## config.mk

```make
export PLATFORM = sky130hd
export DESIGN_NAME = i2c_fifo_event_unit
export DESIGN_NICKNAME = d
export VERILOG_FILES = /design/src/rtl/i2cfe_pkg.sv /design/src/rtl/i2cfe_fifo.sv /design/src/rtl/i2cfe_events.sv /design/src/rtl/i2c_fifo_event_unit.sv
export SDC_FILE = /design/constraint.sdc
export NUM_CORES = 1
export LEC_CHECK = 0
export BUFFER_PORTS_ARGS = -buffer_cell sky130_fd_sc_hd__buf_4
export CAP_MARGIN = 40
export CORE_MARGIN = 2
export CORE_UTILIZATION = 30
export CTS_BUF_LIST = sky130_fd_sc_hd__clkbuf_4 sky130_fd_sc_hd__clkbuf_8
export DETAILED_ROUTE_END_ITERATION = 16
export PLACE_DENSITY = 0.44
export SLEW_MARGIN = 15
export SYNTH_ARGS = -nofsm -noshare
export SYNTH_HDL_FRONTEND = slang
export SYNTH_SLANG_ARGS = --single-unit
```

## constraint.sdc

```tcl
create_clock -name clk -period 5.6 [get_ports clk]
set_input_delay 0.84 -clock clk [delete_from_list [all_inputs] [get_ports clk]]
set_output_delay 0.84 -clock clk [all_outputs]
set_load 0.005 [all_outputs]
```

## src/rtl/i2cfe_pkg.sv

```systemverilog
package i2cfe_pkg;
    typedef enum logic [1:0] {
        XS_IDLE = 2'd0,
        XS_TX   = 2'd1,
        XS_RX   = 2'd2
    } xfer_state_e;

    localparam int REG_W = 16;
    localparam int THR_W = 6;

    // register addresses
    localparam logic [3:0] A_CTL  = 4'd0;
    localparam logic [3:0] A_CNT  = 4'd1;
    localparam logic [3:0] A_BUF  = 4'd2;
    localparam logic [3:0] A_STAT = 4'd3;
    localparam logic [3:0] A_IES  = 4'd4;
    localparam logic [3:0] A_IEC  = 4'd5;
    localparam logic [3:0] A_DAT  = 4'd6;
    localparam logic [3:0] A_INF  = 4'd7;
    localparam logic [3:0] A_LVL  = 4'd8;

    // control bits
    localparam int CTL_EN_BIT  = 15;
    localparam int CTL_MST_BIT = 10;
    localparam int CTL_TX_BIT  = 9;
    localparam int CTL_GO_BIT  = 0;

    // buffer configuration layout
    localparam int BUF_TX_LSB   = 0;
    localparam int BUF_TXFL_BIT = 6;
    localparam int BUF_RX_LSB   = 8;
    localparam int BUF_RXFL_BIT = 14;

    // event indices
    localparam int EV_AL   = 0;
    localparam int EV_NACK = 1;
    localparam int EV_ARDY = 2;
    localparam int EV_RRDY = 3;
    localparam int EV_XRDY = 4;
    localparam int EV_RDR  = 5;
    localparam int EV_XDR  = 6;
    localparam int NEV     = 7;
endpackage

```

## src/rtl/i2cfe_fifo.sv

```systemverilog
module i2cfe_fifo #(
    parameter int DEPTH_CODE = 0,
    parameter int DW         = 8
) (
    input  logic                                   clk,
    input  logic                                   rst_n,
    input  logic                                   flush,
    input  logic                                   push,
    input  logic [DW-1:0]                          push_data,
    input  logic                                   pop,
    output logic [DW-1:0]                          head,
    output logic [$clog2(8 << DEPTH_CODE):0]       level,
    output logic                                   full,
    output logic                                   empty
);
    localparam int DEPTH = 8 << DEPTH_CODE;
    localparam int AW    = $clog2(DEPTH);
    localparam int LW    = AW + 1;

    logic [DW-1:0] mem [DEPTH];
    logic [AW-1:0] wr_ptr, rd_ptr;
    logic          push_ok, pop_ok;

    assign full    = (level == LW'(DEPTH));
    assign empty   = (level == '0);
    assign push_ok = push && !full;
    assign pop_ok  = pop && !empty;
    assign head    = mem[rd_ptr];

    always_ff @(posedge clk) begin
        if (push_ok && !flush) mem[wr_ptr] <= push_data;
    end

    always_ff @(posedge clk or negedge rst_n) begin
        if (!rst_n) begin
            wr_ptr <= '0;
            rd_ptr <= '0;
            level  <= '0;
        end else if (flush) begin
            wr_ptr <= '0;
            rd_ptr <= '0;
            level  <= '0;
        end else begin
            if (push_ok) wr_ptr <= wr_ptr + AW'(1);
            if (pop_ok)  rd_ptr <= rd_ptr + AW'(1);
            case ({push_ok, pop_ok})
                2'b10:   level <= level + LW'(1);
                2'b01:   level <= level - LW'(1);
                default: level <= level;
            endcase
        end
    end

    assert_flush_R10: assert property (@(posedge clk) disable iff (!rst_n)
        flush |=> (level == '0));
    assert_drop_full_R13: assert property (@(posedge clk) disable iff (!rst_n)
        (push && full && !pop && !flush) |=> (level == $past(level)));
    assert_no_overflow_R13: assert property (@(posedge clk) disable iff (!rst_n)
        level <= LW'(DEPTH));
endmodule

```

## src/rtl/i2cfe_events.sv

```systemverilog
module i2cfe_events #(
    parameter int N = 7
) (
    input  logic         clk,
    input  logic         rst_n,
    input  logic [N-1:0] raw,
    input  logic         clr_we,
    input  logic         ie_set_we,
    input  logic         ie_clr_we,
    input  logic [N-1:0] wmask,
    output logic [N-1:0] status,
    output logic [N-1:0] enable,
    output logic         irq
);
    logic [N-1:0] raw_q;
    logic [N-1:0] rise;

    assign rise = raw & ~raw_q;
    assign irq  = |(status & enable);

    always_ff @(posedge clk or negedge rst_n) begin
        if (!rst_n) begin
            raw_q  <= '0;
            status <= '0;
            enable <= '0;
        end else begin
            raw_q <= raw;
            // a new event wins over a clear in the same cycle
            status <= (status & ~(clr_we ? wmask : '0)) | rise;
            if (ie_set_we)      enable <= enable | wmask;
            else if (ie_clr_we) enable <= enable & ~wmask;
        end
    end

    for (genvar k = 0; k < N; k++) begin : g_chk
        assert_sticky_R6: assert property (@(posedge clk) disable iff (!rst_n)
            (status[k] && !(clr_we && wmask[k])) |=> status[k]);
        assert_w1c_R6: assert property (@(posedge clk) disable iff (!rst_n)
            (clr_we && wmask[k] && !raw[k]) |=> !status[k]);
    end

    assert_ie_set_R7: assert property (@(posedge clk) disable iff (!rst_n)
        ie_set_we |=> ((enable & $past(wmask)) == $past(wmask)));
    assert_ie_clr_R7: assert property (@(posedge clk) disable iff (!rst_n)
        (ie_clr_we && !ie_set_we) |=> ((enable & $past(wmask)) == '0));
endmodule

```

## src/rtl/i2c_fifo_event_unit.sv

```systemverilog
module i2c_fifo_event_unit
    import i2cfe_pkg::*;
#(
    parameter int DEPTH_CODE = 0,
    parameter int CNT_W      = 16
) (
    input  logic             clk,
    input  logic             rst_n,
    input  logic             reg_we,
    input  logic             reg_re,
    input  logic [3:0]       reg_addr,
    input  logic [REG_W-1:0] reg_wdata,
    output logic [REG_W-1:0] reg_rdata,
    input  logic             eng_tx_pop,
    output logic [7:0]       eng_tx_data,
    output logic             eng_tx_empty,
    input  logic             eng_rx_push,
    input  logic [7:0]       eng_rx_data,
    input  logic             eng_nack,
    input  logic             eng_arb_lost,
    input  logic             eng_done,
    output logic             xfer_active,
    output logic             xfer_is_tx,
    output logic             irq
);
    localparam int DEPTH = 8 << DEPTH_CODE;
    localparam int LW    = $clog2(DEPTH) + 1;
    localparam int CW    = CNT_W + 1;

    xfer_state_e state_q, state_d;

    logic             en_q, mst_q, dir_tx_q;
    logic [CNT_W-1:0] cnt_q, tx_left, rx_left;
    logic [THR_W-1:0] tx_thr_f, rx_thr_f;

    logic wr_ctl, wr_cnt, wr_buf, wr_stat, wr_ies, wr_iec, wr_dat, rd_dat;
    logic go_req, start_ok;

    logic [7:0]    rx_head;
    logic [LW-1:0] tx_lvl, rx_lvl;
    logic          tx_full, rx_full, rx_empty;
    logic          tx_push_ok, rx_push_ok;

    logic [NEV-1:0] ev_raw, ev_status, ev_enable;
    logic [CW-1:0]  tx_thr_x, rx_thr_x, tx_lvl_x, rx_lvl_x, tx_left_x;

    // register decode
    assign wr_ctl  = reg_we && (reg_addr == A_CTL);
    assign wr_cnt  = reg_we && (reg_addr == A_CNT);
    assign wr_buf  = reg_we && (reg_addr == A_BUF);
    assign wr_stat = reg_we && (reg_addr == A_STAT);
    assign wr_ies  = reg_we && (reg_addr == A_IES);
    assign wr_iec  = reg_we && (reg_addr == A_IEC);
    assign wr_dat  = reg_we && (reg_addr == A_DAT);
    assign rd_dat  = reg_re && (reg_addr == A_DAT);

    assign go_req   = wr_ctl && reg_wdata[CTL_GO_BIT];
    assign start_ok = go_req && reg_wdata[CTL_EN_BIT] && reg_wdata[CTL_MST_BIT]
                      && (cnt_q != '0);

    // next-state logic
    always_comb begin
        state_d = state_q;
        unique case (state_q)
            XS_IDLE: begin
                if (start_ok) state_d = reg_wdata[CTL_TX_BIT] ? XS_TX : XS_RX;
            end
            XS_TX, XS_RX: begin
                if (eng_done)                                  state_d = XS_IDLE;
                else if (wr_ctl && !reg_wdata[CTL_EN_BIT])     state_d = XS_IDLE;
            end
            default: state_d = XS_IDLE;
        endcase
    end

    // state register
    always_ff @(posedge clk or negedge rst_n) begin
        if (!rst_n) state_q <= XS_IDLE;
        else        state_q <= state_d;
    end

    // state outputs
    always_comb begin
        xfer_active = 1'b0;
        xfer_is_tx  = 1'b0;
        unique case (state_q)
            XS_IDLE: ;
            XS_TX: begin
                xfer_active = 1'b1;
                xfer_is_tx  = 1'b1;
            end
            XS_RX: xfer_active = 1'b1;
            default: ;
        endcase
    end

    // configuration registers
    always_ff @(posedge clk or negedge rst_n) begin
        if (!rst_n) begin
            en_q     <= 1'b0;
            mst_q    <= 1'b0;
            dir_tx_q <= 1'b0;
            cnt_q    <= '0;
            tx_thr_f <= '0;
            rx_thr_f <= '0;
        end else begin
            if (wr_ctl) begin
                en_q     <= reg_wdata[CTL_EN_BIT];
                mst_q    <= reg_wdata[CTL_MST_BIT];
                dir_tx_q <= reg_wdata[CTL_TX_BIT];
            end
            if (wr_cnt) cnt_q <= reg_wdata[CNT_W-1:0];
            if (wr_buf) begin
                tx_thr_f <= reg_wdata[BUF_TX_LSB +: THR_W];
                rx_thr_f <= reg_wdata[BUF_RX_LSB +: THR_W];
            end
        end
    end

    // outstanding byte counters
    assign tx_push_ok = wr_dat && !tx_full;
    assign rx_push_ok = eng_rx_push && !rx_full;

    always_ff @(posedge clk or negedge rst_n) begin
        if (!rst_n) begin
            tx_left <= '0;
            rx_left <= '0;
        end else if (state_q == XS_IDLE && start_ok) begin
            tx_left <= cnt_q;
            rx_left <= cnt_q;
        end else begin
            if (state_q == XS_TX && tx_push_ok && tx_left != '0)
                tx_left <= tx_left - CNT_W'(1);
            if (state_q == XS_RX && rx_push_ok && rx_left != '0)
                rx_left <= rx_left - CNT_W'(1);
        end
    end

    // FIFOs
    i2cfe_fifo #(.DEPTH_CODE(DEPTH_CODE), .DW(8)) u_tx_fifo (
        .clk(clk), .rst_n(rst_n),
        .flush(wr_buf && reg_wdata[BUF_TXFL_BIT]),
        .push(wr_dat), .push_data(reg_wdata[7:0]),
        .pop(eng_tx_pop), .head(eng_tx_data),
        .level(tx_lvl), .full(tx_full), .empty(eng_tx_empty)
    );

    i2cfe_fifo #(.DEPTH_CODE(DEPTH_CODE), .DW(8)) u_rx_fifo (
        .clk(clk), .rst_n(rst_n),
        .flush(wr_buf && reg_wdata[BUF_RXFL_BIT]),
        .push(eng_rx_push), .push_data(eng_rx_data),
        .pop(rd_dat), .head(rx_head),
        .level(rx_lvl), .full(rx_full), .empty(rx_empty)
    );

    // event conditions
    assign tx_thr_x  = CW'(tx_thr_f) + CW'(1);
    assign rx_thr_x  = CW'(rx_thr_f) + CW'(1);
    assign tx_lvl_x  = CW'(tx_lvl);
    assign rx_lvl_x  = CW'(rx_lvl);
    assign tx_left_x = CW'(tx_left);

    always_comb begin
        ev_raw          = '0;
        ev_raw[EV_AL]   = eng_arb_lost;
        ev_raw[EV_NACK] = eng_nack;
        ev_raw[EV_ARDY] = eng_done && (state_q != XS_IDLE);
        ev_raw[EV_RRDY] = (state_q == XS_RX) && (rx_lvl_x >= rx_thr_x);
        ev_raw[EV_RDR]  = (state_q == XS_RX) && (rx_left == '0) && !rx_empty
                          && (rx_lvl_x < rx_thr_x);
        ev_raw[EV_XRDY] = (state_q == XS_TX) && (tx_lvl_x < tx_thr_x)
                          && (tx_left_x >= tx_thr_x);
        ev_raw[EV_XDR]  = (state_q == XS_TX) && (tx_lvl_x < tx_thr_x)
                          && (tx_left != '0) && (tx_left_x < tx_thr_x);
    end

    i2cfe_events #(.N(NEV)) u_events (
        .clk(clk), .rst_n(rst_n), .raw(ev_raw),
        .clr_we(wr_stat), .ie_set_we(wr_ies), .ie_clr_we(wr_iec),
        .wmask(reg_wdata[NEV-1:0]),
        .status(ev_status), .enable(ev_enable), .irq(irq)
    );

    // read mux
    always_comb begin
        reg_rdata = '0;
        case (reg_addr)
            A_CTL: begin
                reg_rdata[CTL_EN_BIT]  = en_q;
                reg_rdata[CTL_MST_BIT] = mst_q;
                reg_rdata[CTL_TX_BIT]  = dir_tx_q;
            end
            A_CNT: reg_rdata = REG_W'(cnt_q);
            A_BUF: begin
                reg_rdata[BUF_TX_LSB +: THR_W] = tx_thr_f;
                reg_rdata[BUF_RX_LSB +: THR_W] = rx_thr_f;
            end
            A_STAT:       reg_rdata = REG_W'(ev_status);
            A_IES, A_IEC: reg_rdata = REG_W'(ev_enable);
            A_DAT:        reg_rdata = rx_empty ? '0 : REG_W'(rx_head);
            A_INF:        reg_rdata = REG_W'(3'(DEPTH_CODE));
            A_LVL:        reg_rdata = {8'(rx_lvl), 8'(tx_lvl)};
            default:      reg_rdata = '0;
        endcase
    end

    assert_zero_count_R12: assert property (@(posedge clk) disable iff (!rst_n)
        (state_q == XS_IDLE && go_req && cnt_q == '0) |=> (state_q == XS_IDLE));
    assert_start_mode_R9: assert property (@(posedge clk) disable iff (!rst_n)
        $rose(xfer_active) |-> (en_q && mst_q));
    assert_done_idle_R8: assert property (@(posedge clk) disable iff (!rst_n)
        (xfer_active && eng_done) |=> !xfer_active);
    assert_empty_read_R13: assert property (@(posedge clk) disable iff (!rst_n)
        (rd_dat && rx_empty) |=> (rx_lvl == $past(rx_lvl) || $past(eng_rx_push)));
    assert_tx_left_R4: assert property (@(posedge clk) disable iff (!rst_n)
        (state_q == XS_TX) |-> (tx_left <= cnt_q));
endmodule

```

Yosys cells after proc, flatten, opt, wreduce, memory -nomap -nowiden

Memories as Yosys holds them, arrays and structs flattened.
Index checks and enable logic that the tools add are counted.

Memories kept: 2
Flip-flop bits (word level): 106
Word-level logic and storage cells: 165
Input port bits: 37
Bits in writable memories: 128
Output and inout bits: 28

Memories:

| memory        | depth | width | read ports | clocked after Yosys merged registers in | wr ports | RTL line         | text |
|---|---|---|---|---|---|---|---|
| u_rx_fifo.mem | 8     | 8     | 1          | 0                                       | 1        | i2cfe_fifo.sv:20 | `logic [DW-1:0] mem [DEPTH];` |
| u_tx_fifo.mem | 8     | 8     | 1          | 0                                       | 1        | i2cfe_fifo.sv:20 |  |

Equality and inequality tests: 17
Order comparisons: 5
Reductions and logical operators: 64
Muxes and demuxes: 38
$add $sub $neg: 12
Bitwise gates (word level): 9

Operators with widths:

| operator                                                               | number |
|---|---|
| 16-bit two-way mux                                                     | 4 |
| 16-bit nonzero test                                                    | 3 |
| 6-bit one-hot mux with 6 select lines                                  | 1 |
| 1-bit logical AND                                                      | 35 |
| 16-bit by 1-bit subtractor with 16-bit output (second input constant)  | 2 |
| 7-bit AND                                                              | 4 |
| 3-bit two-way mux                                                      | 8 |
| 7-bit two-way mux                                                      | 3 |
| 7-bit NOT                                                              | 3 |
| 16-bit by 7-bit greater-or-equal comparator with 1-bit output          | 1 |
| 16-bit zero test                                                       | 1 |
| 16-bit by 7-bit < comparator with 1-bit output                         | 1 |
| 4-bit one-hot mux with 2 select lines                                  | 2 |
| 2-bit nonzero test                                                     | 8 |
| 6-bit by 1-bit adder with 7-bit output (second input constant)         | 2 |
| 4-bit by 7-bit < comparator with 1-bit output                          | 2 |
| 7-bit OR                                                               | 2 |
| 3-bit by 1-bit adder with 3-bit output (second input constant)         | 4 |
| 4-bit by 3-bit equality test with 1-bit output (second input constant) | 3 |
| 4-bit equality test (second input constant)                            | 3 |
| 4-bit zero test                                                        | 3 |
| 3-bit one-hot mux with 4 select lines                                  | 1 |
| 2-bit one-hot mux with 5 select lines                                  | 1 |
| 4-bit by 1-bit adder with 4-bit output (second input constant)         | 2 |
| other kinds (23)                                                       | 46 |

Longest topological paths before layout

Depth after elaboration: 8
Gate-level depth with buffers: 12
Mapped depth without buffers: 11

Cells and area by module

A second synthesis with hierarchy kept.

Cell total of the unflattened synthesis: 843
Area, all modules: 11380.9 um^2

By module, submodules not included:

| module                  | seq. area each (um^2) | instances | area each (um^2) | cells an instance |
|---|---|---|---|---|
| i2c_fifo_event_unit     | 1626.6                | 1         | 4347.9           | 444 |
| i2cfe_fifo at u_tx_fifo | 2172.1                | 1         | 3156.8           | 169 |
| i2cfe_fifo at u_rx_fifo | 2172.1                | 1         | 3118.0           | 170 |
| i2cfe_events            | 525.5                 | 1         | 758.2            | 60 |

Least setup slack after synthesis

OpenSTA, ideal clock, no wires.

Kind: in2reg
Start point: input reg_addr[0]
End point: register u_tx_fifo.level[3]
Setup time: 0.078 ns
Arrival time: 3.196 ns
Stages on the path: 11
Buffers on the path: 1
Slack: 2.327 ns
Required time: 5.522 ns
Cell sequence: clkbuf_1 > nand4bb_1 > nor3b_1 > inv_1 > ha_1 > ha_1 > a21o_1 > a21oi_1 > xor2_1 > or3_1 > a21oi_1

Word-level cells in the longest chain between the ends: 6
Elaborated cells on any way between the ends: 11
Those cells by class: eq/ne: 4; mux: 2; reduce/logical: 5

RTL lines:

| what                                                                                         | RTL line                  | text |
|---|---|---|
| from (decl)                                                                                  | i2c_fifo_event_unit.sv:11 | `input logic [3:0] reg_addr,` |
| 4-bit by 3-bit equality test with 1-bit output                                               | i2c_fifo_event_unit.sv:54 | `assign wr_dat = reg_we && (reg_addr == A_DAT);` |
| 1-bit logical AND                                                                            | i2c_fifo_event_unit.sv:54 |  |
| 1-bit logical AND                                                                            | i2cfe_fifo.sv:26          | `assign push_ok = push && !full;` |
| 2-bit by 1-bit equality test with 1-bit output / 2-bit equality test (equally long branches) | i2cfe_fifo.sv:46          | `case ({push_ok, pop_ok})` |
| 4-bit one-hot mux with 2 select lines                                                        | i2cfe_fifo.sv:46          |  |
| 4-bit two-way mux                                                                            | i2cfe_fifo.sv:39          | `end else if (flush) begin` |
| to (signal assigned)                                                                         | i2cfe_fifo.sv:47          | `2'b10: level <= level + LW'(1);` |
| to (signal assigned)                                                                         | i2cfe_fifo.sv:48          | `2'b01: level <= level - LW'(1);` |
| to (signal assigned)                                                                         | i2cfe_fifo.sv:49          | `default: level <= level;` |
| to (decl)                                                                                    | i2cfe_fifo.sv:12          | `output logic [$clog2(8 << DEPTH_CODE):0] level,` |

Several ways; a longest one is shown, not always the timed one.
A chain may end at the register's enable or synchronous reset.

Final worst setup path

Start point: register u_rx_fifo.rd_ptr[0]
End point: output reg_rdata[3]

Word-level cells in the longest chain between the ends: 3

RTL lines:

| what                                  | RTL line                   | text |
|---|---|---|
| from (decl)                           | i2cfe_fifo.sv:21           | `logic [AW-1:0] wr_ptr, rd_ptr;` |
| from (signal assigned)                | i2cfe_fifo.sv:45           | `if (pop_ok) rd_ptr <= rd_ptr + AW'(1);` |
| memory 8 x 8 bit                      | --                         |  |
| 8-bit two-way mux                     | i2c_fifo_event_unit.sv:200 | `A_DAT: reg_rdata = rx_empty ? '0 : REG_W'(rx_head);` |
| 6-bit one-hot mux with 6 select lines | i2c_fifo_event_unit.sv:187 | `case (reg_addr)` |
| to (decl)                             | i2c_fifo_event_unit.sv:13  | `output logic [REG_W-1:0] reg_rdata,` |

No other way between the ends.

==> impl_metrics.prom <==
# TYPE chip_impl_metric gauge
chip_impl_metric{name="initial_core_util",unit=""} 0.304
chip_impl_metric{name="detailedPlacementHpwl",unit="mm"} 21.0
chip_impl_metric{name="cpPeakStageDelay",unit="ns"} 0.66
chip_impl_info{name="timing.critical_path.slowest_stage_cell",value="sky130_fd_sc_hd__dfrtp_1"} 1
chip_impl_metric{name="drt.antenna.violating_nets",unit=""} 0
chip_impl_metric{name="die-area",unit="um2"} 38600
chip_impl_metric{name="max_slew.worst_pin.slew",unit="ns"} 0.868
chip_impl_metric{name="critical_path.max_fanout",unit=""} 10
chip_impl_info{name="cts_root_buffer",value="sky130_fd_sc_hd__clkbuf_8"} 1
chip_impl_metric{name="dpl.cell_count",unit=""} 1369
chip_impl_metric{name="post-synth-top-area-fraction",unit=""} 0.345
chip_impl_metric{name="slew-limit-headroom",unit=""} 0.413
chip_impl_metric{name="critical_path.n_buffers_inverters",unit=""} 2
chip_impl_metric{name="finalSetupViolations",unit=""} 0
chip_impl_metric{name="cts_repair_resized_insts",unit=""} 0
chip_impl_info{name="outcome",value="complete, no violations"} 1
chip_impl_metric{name="detail_route.wl_per_cell",unit="um"} 20.8
chip_impl_metric{name="grt_start_max_net_pins",unit=""} 58
chip_impl_metric{name="yosysUniqueCellTypes",unit=""} 66
chip_impl_metric{name="via_density_per_instance",unit=""} 5.02
chip_impl_metric{name="ctsLongestPathBuffers",unit=""} 3
chip_impl_metric{name="ys_seq_elements",unit=""} 234
chip_impl_metric{name="worstSkewPairLatency",unit="ns"} 0.59
chip_impl_metric{name="vias",unit=""} 7291
chip_impl_metric{name="overall_power",unit="mW"} 5.65
chip_impl_info{name="worst_hold_path_type",value="in -> async"} 1
chip_impl_metric{name="floorplan.core_area",unit="um2"} 36600
chip_impl_info{name="tritoncts",value="done"} 1
chip_impl_metric{name="gr_overflow_total",unit=""} 0
chip_impl_metric{name="flow.area_growth_from_synthesis",unit="%"} 18.4
chip_impl_metric{name="clkSinkCount",unit=""} 234
chip_impl_info{name="critical-path-top-cell-by-count",value="sky130_fd_sc_hd__buf_4"} 1
chip_impl_metric{name="slew_violations",unit=""} 0
chip_impl_metric{name="num_cts_buffers",unit=""} 45
chip_impl_metric{name="die-width",unit="um"} 197
chip_impl_metric{name="synthesis.area_per_instance",unit="um2"} 13.1
chip_impl_metric{name="post_layout_nonfiller_instances",unit=""} 1451
chip_impl_metric{name="path_clk_slew",unit="ns"} 0.05
chip_impl_info{name="synth_top_cells_by_area",value="sky130_fd_sc_hd__edfxtp_1 (35%), sky130_fd_sc_hd__dfrtp_1 (24%), sky130_fd_sc_hd__mux4_2 (6.5%), sky130_fd_sc_hd__mux2_2 (4.1%), sky130_fd_sc_hd__ha_1 (3.5%)"} 1
chip_impl_metric{name="fin_tns_setup",unit="ns"} 0
chip_impl_metric{name="cts_setup_buffers",unit=""} 0
chip_impl_info{name="startpoint_type",value="register"} 1
chip_impl_info{name="sequence_of_cells_on_the_critical_path",value="buf_4 > mux4_2 > mux2i_1 > o221ai_1 > buf_4"} 1
chip_impl_metric{name="std_cell_rows",unit=""} 70
chip_impl_metric{name="mappedNetlistArea",unit="um2"} 11100
chip_impl_metric{name="final_design_area_no_fill",unit="um2"} 13200
chip_impl_metric{name="p_leak",unit="nW"} 5.11
chip_impl_metric{name="antenna_found_initial",unit=""} 1
chip_impl_metric{name="synth_async_sr_flop_share",unit=""} 0.453
chip_impl_metric{name="whs",unit="ns"} 0.118
chip_impl_metric{name="ctsHoldBuffers",unit=""} 0
chip_impl_metric{name="synth_enable_flop_cells",unit=""} 128
chip_impl_metric{name="final_stage_net_count",unit=""} 1019
chip_impl_metric{name="rrSetupSlack",unit="ns"} 2.55
chip_impl_metric{name="pre_antenna_drt_iters",unit=""} 6
chip_impl_metric{name="ioPinCount",unit=""} 65
chip_impl_metric{name="synthesis.instances",unit=""} 849
chip_impl_info{name="crit_path_end_kind",value="output port"} 1
chip_impl_metric{name="yosys_warnings",unit=""} 0
chip_impl_metric{name="cp.arrival",unit="ns"} 2.72
chip_impl_metric{name="syn_nets",unit=""} 919
chip_impl_info{name="critPathTopFamily",value="multiplexers"} 1
chip_impl_info{name="yosys_most_used_dff",value="sky130_fd_sc_hd__edfxtp_1"} 1
chip_impl_metric{name="gpl.final_weighted_congestion",unit=""} 0.780
chip_impl_metric{name="seq_area_frac_synth",unit=""} 0.584
chip_impl_metric{name="achievable-frequency",unit="GHz"} 0.281
chip_impl_metric{name="critical_path_required",unit="ns"} 4.76
chip_impl_metric{name="final.period_utilization",unit=""} 0.636
chip_impl_metric{name="die-height",unit="um"} 197
chip_impl_metric{name="drc",unit=""} 0
chip_impl_metric{name="period_needed",unit="ns"} 3.56
chip_impl_metric{name="powerDensity",unit="nW/um2"} 429
chip_impl_metric{name="dr.first_iter.drc_count",unit=""} 415
chip_impl_metric{name="cts.htree.levels",unit=""} 2
chip_impl_metric{name="vdd_ir_drop_max",unit="mV"} 0.197
chip_impl_metric{name="first_global_vias",unit=""} 7504
chip_impl_metric{name="post_route_cells_drive_above_1_share",unit=""} 0.257
chip_impl_info{name="timing_worst_setup_path_type",value="reg -> out"} 1
chip_impl_info{name="synth_top_cell_by_area",value="sky130_fd_sc_hd__edfxtp_1"} 1
chip_impl_metric{name="fin_worst_skew",unit="ns"} 0.0210
chip_impl_metric{name="placement.io_buffers",unit=""} 64
chip_impl_metric{name="placement.cell_area",unit="um2"} 12300
chip_impl_metric{name="maxCapViolations",unit=""} 0
chip_impl_metric{name="grt_use_total",unit=""} 0.160
chip_impl_metric{name="finalWirelength",unit="mm"} 30.1
chip_impl_metric{name="grt_first_pass_wirelength",unit="mm"} 46.6
chip_impl_metric{name="number_of_hold_violations_in_the_final_report",unit=""} 0
chip_impl_info{name="setup_repair_after_global_routing_missed_its_margin",value="false"} 1
power breakdown:
part           switching (mW)  internal (mW)
clock                   0.746          0.893
sequential              0.423           2.10
combinational           0.695          0.794
total                    1.86           3.79
cell usage in the layout (no fill, tap or decap), types with 4 or more instances in the layout:
cell type	n
sky130_fd_sc_hd__a21oi_1	17
sky130_fd_sc_hd__nor4b_1	5
sky130_fd_sc_hd__nor3_1	11
sky130_fd_sc_hd__dfrtp_1	106
sky130_fd_sc_hd__nand2b_1	8
sky130_fd_sc_hd__a22o_1	4
sky130_fd_sc_hd__edfxtp_1	128
sky130_fd_sc_hd__nand2_1	72
sky130_fd_sc_hd__xor2_1	19
sky130_fd_sc_hd__and2_1	4
sky130_fd_sc_hd__a21o_1	5
sky130_fd_sc_hd__o31ai_1	6
sky130_fd_sc_hd__ha_1	31
sky130_fd_sc_hd__clkinv_2	8
sky130_fd_sc_hd__clkbuf_4	15
sky130_fd_sc_hd__nor4_1	14
sky130_fd_sc_hd__and3_1	6
sky130_fd_sc_hd__o211ai_1	7
sky130_fd_sc_hd__o221ai_1	7
sky130_fd_sc_hd__xnor2_1	10
sky130_fd_sc_hd__a22oi_1	15
sky130_fd_sc_hd__nor3_2	4
sky130_fd_sc_hd__inv_1	39
sky130_fd_sc_hd__clkbuf_8	48
sky130_fd_sc_hd__mux2i_1	29
sky130_fd_sc_hd__nor2_1	62
sky130_fd_sc_hd__or3_1	7
sky130_fd_sc_hd__clkinv_1	7
sky130_fd_sc_hd__o21ai_0	32
sky130_fd_sc_hd__nand4_1	8
sky130_fd_sc_hd__nand3_1	17
sky130_fd_sc_hd__a222oi_1	7
sky130_fd_sc_hd__nor2b_1	7
sky130_fd_sc_hd__mux2_2	41
sky130_fd_sc_hd__a32oi_1	7
sky130_fd_sc_hd__buf_4	81
sky130_fd_sc_hd__mux4_2	32
routing by layer:
| layer | track usage | vias to the layer above | wire [um] |
|---|---|---|---|
| li1 | - | 3436 | - |
| met1 | 0.218 | 3642 | 14100 |
| met2 | 0.252 | 163 | 13800 |
| met3 | 0.0322 | 50 | 1310 |
| met4 | 0.0652 | 0 | 890 |
| met5 | 0 | - | 0 |
cells in the mapped netlist, types with 19 or more instances:
| library cell | instances |
|---|---|
| sky130_fd_sc_hd__clkbuf_1 | 20 |
| sky130_fd_sc_hd__dfrtp_1 | 106 |
| sky130_fd_sc_hd__edfxtp_1 | 128 |
| sky130_fd_sc_hd__ha_1 | 31 |
| sky130_fd_sc_hd__inv_1 | 39 |
| sky130_fd_sc_hd__mux2_2 | 41 |
| sky130_fd_sc_hd__mux2i_1 | 29 |
| sky130_fd_sc_hd__mux4_2 | 32 |
| sky130_fd_sc_hd__nand2_1 | 72 |
| sky130_fd_sc_hd__nor2_1 | 62 |
| sky130_fd_sc_hd__o21ai_0 | 32 |
| sky130_fd_sc_hd__xor2_1 | 19 |
path summary, 6_finish.rpt:
kind,from,endpoint,cells past startpoint
worst max-delay path,u_rx_fifo.rd_ptr[0]$_DFFE_PN0P_,reg_rdata[3],5
worst min register to register,u_events.raw_q[2]$_DFF_PN0_,u_events.status[2]$_DFF_PN0_,1
worst min-delay path,rst_n,rx_left[12]$_DFFE_PN0P_,1
max in group asynchronous,rst_n,u_events.status[1]$_DFF_PN0_,2
min in group clk,eng_arb_lost,u_events.raw_q[0]$_DFF_PN0_,1
worst max register to register,u_rx_fifo.level[0]$_DFFE_PN0P_,u_rx_fifo.level[3]$_DFFE_PN0P_,11
state kept, by name, indices dropped and copies added (netlist names), named ones only:
name	cells
u_rx_fifo.rd_ptr	3
en_q	1
rx_thr_f	6
rx_left	16
state_q	2
u_rx_fifo.mem	64
mst_q	1
u_rx_fifo.level	4
cnt_q	16
tx_thr_f	6
u_tx_fifo.level	4
u_tx_fifo.mem	64
tx_left	16
u_rx_fifo.wr_ptr	3
u_tx_fifo.rd_ptr	3
u_events.raw_q	7
u_tx_fifo.wr_ptr	3
dir_tx_q	1
u_events.status	7
layout make-up:
cell class,instances,area (um2)
fill,3600,23400
sequential,234,6500
multi-input combinational,542,4400
clock buffer,63,773
timing repair buffer,87,689
tap,468,586
inverter,39,146
clock inverter,17,86.3
antenna,1,2.50
kinds of logic after synthesis:
family | Yosys count | synth area share
AND/OR/NAND/NOR | 251 | 0.115
adder cells (fa/ha/maj) | 33 | 0.0385
flip-flops | 234 | 0.584
multiplexers | 102 | 0.132
XOR/XNOR | 29 | 0.0228
AO/OA/AOI/OAI | 127 | 0.0819
buffers and inverters | 73 | 0.0256
stage by stage:
step           utilization  setup WS (ns)
3_5_place_dp         0.336           2.14
4_1_cts              0.359           1.90
2_1_floorplan            -           2.33
3_3_place_gp         0.333           2.21
6_report             0.360           2.04
5_1_grt              0.360           1.83
Power figures use the tool's default switching activity.
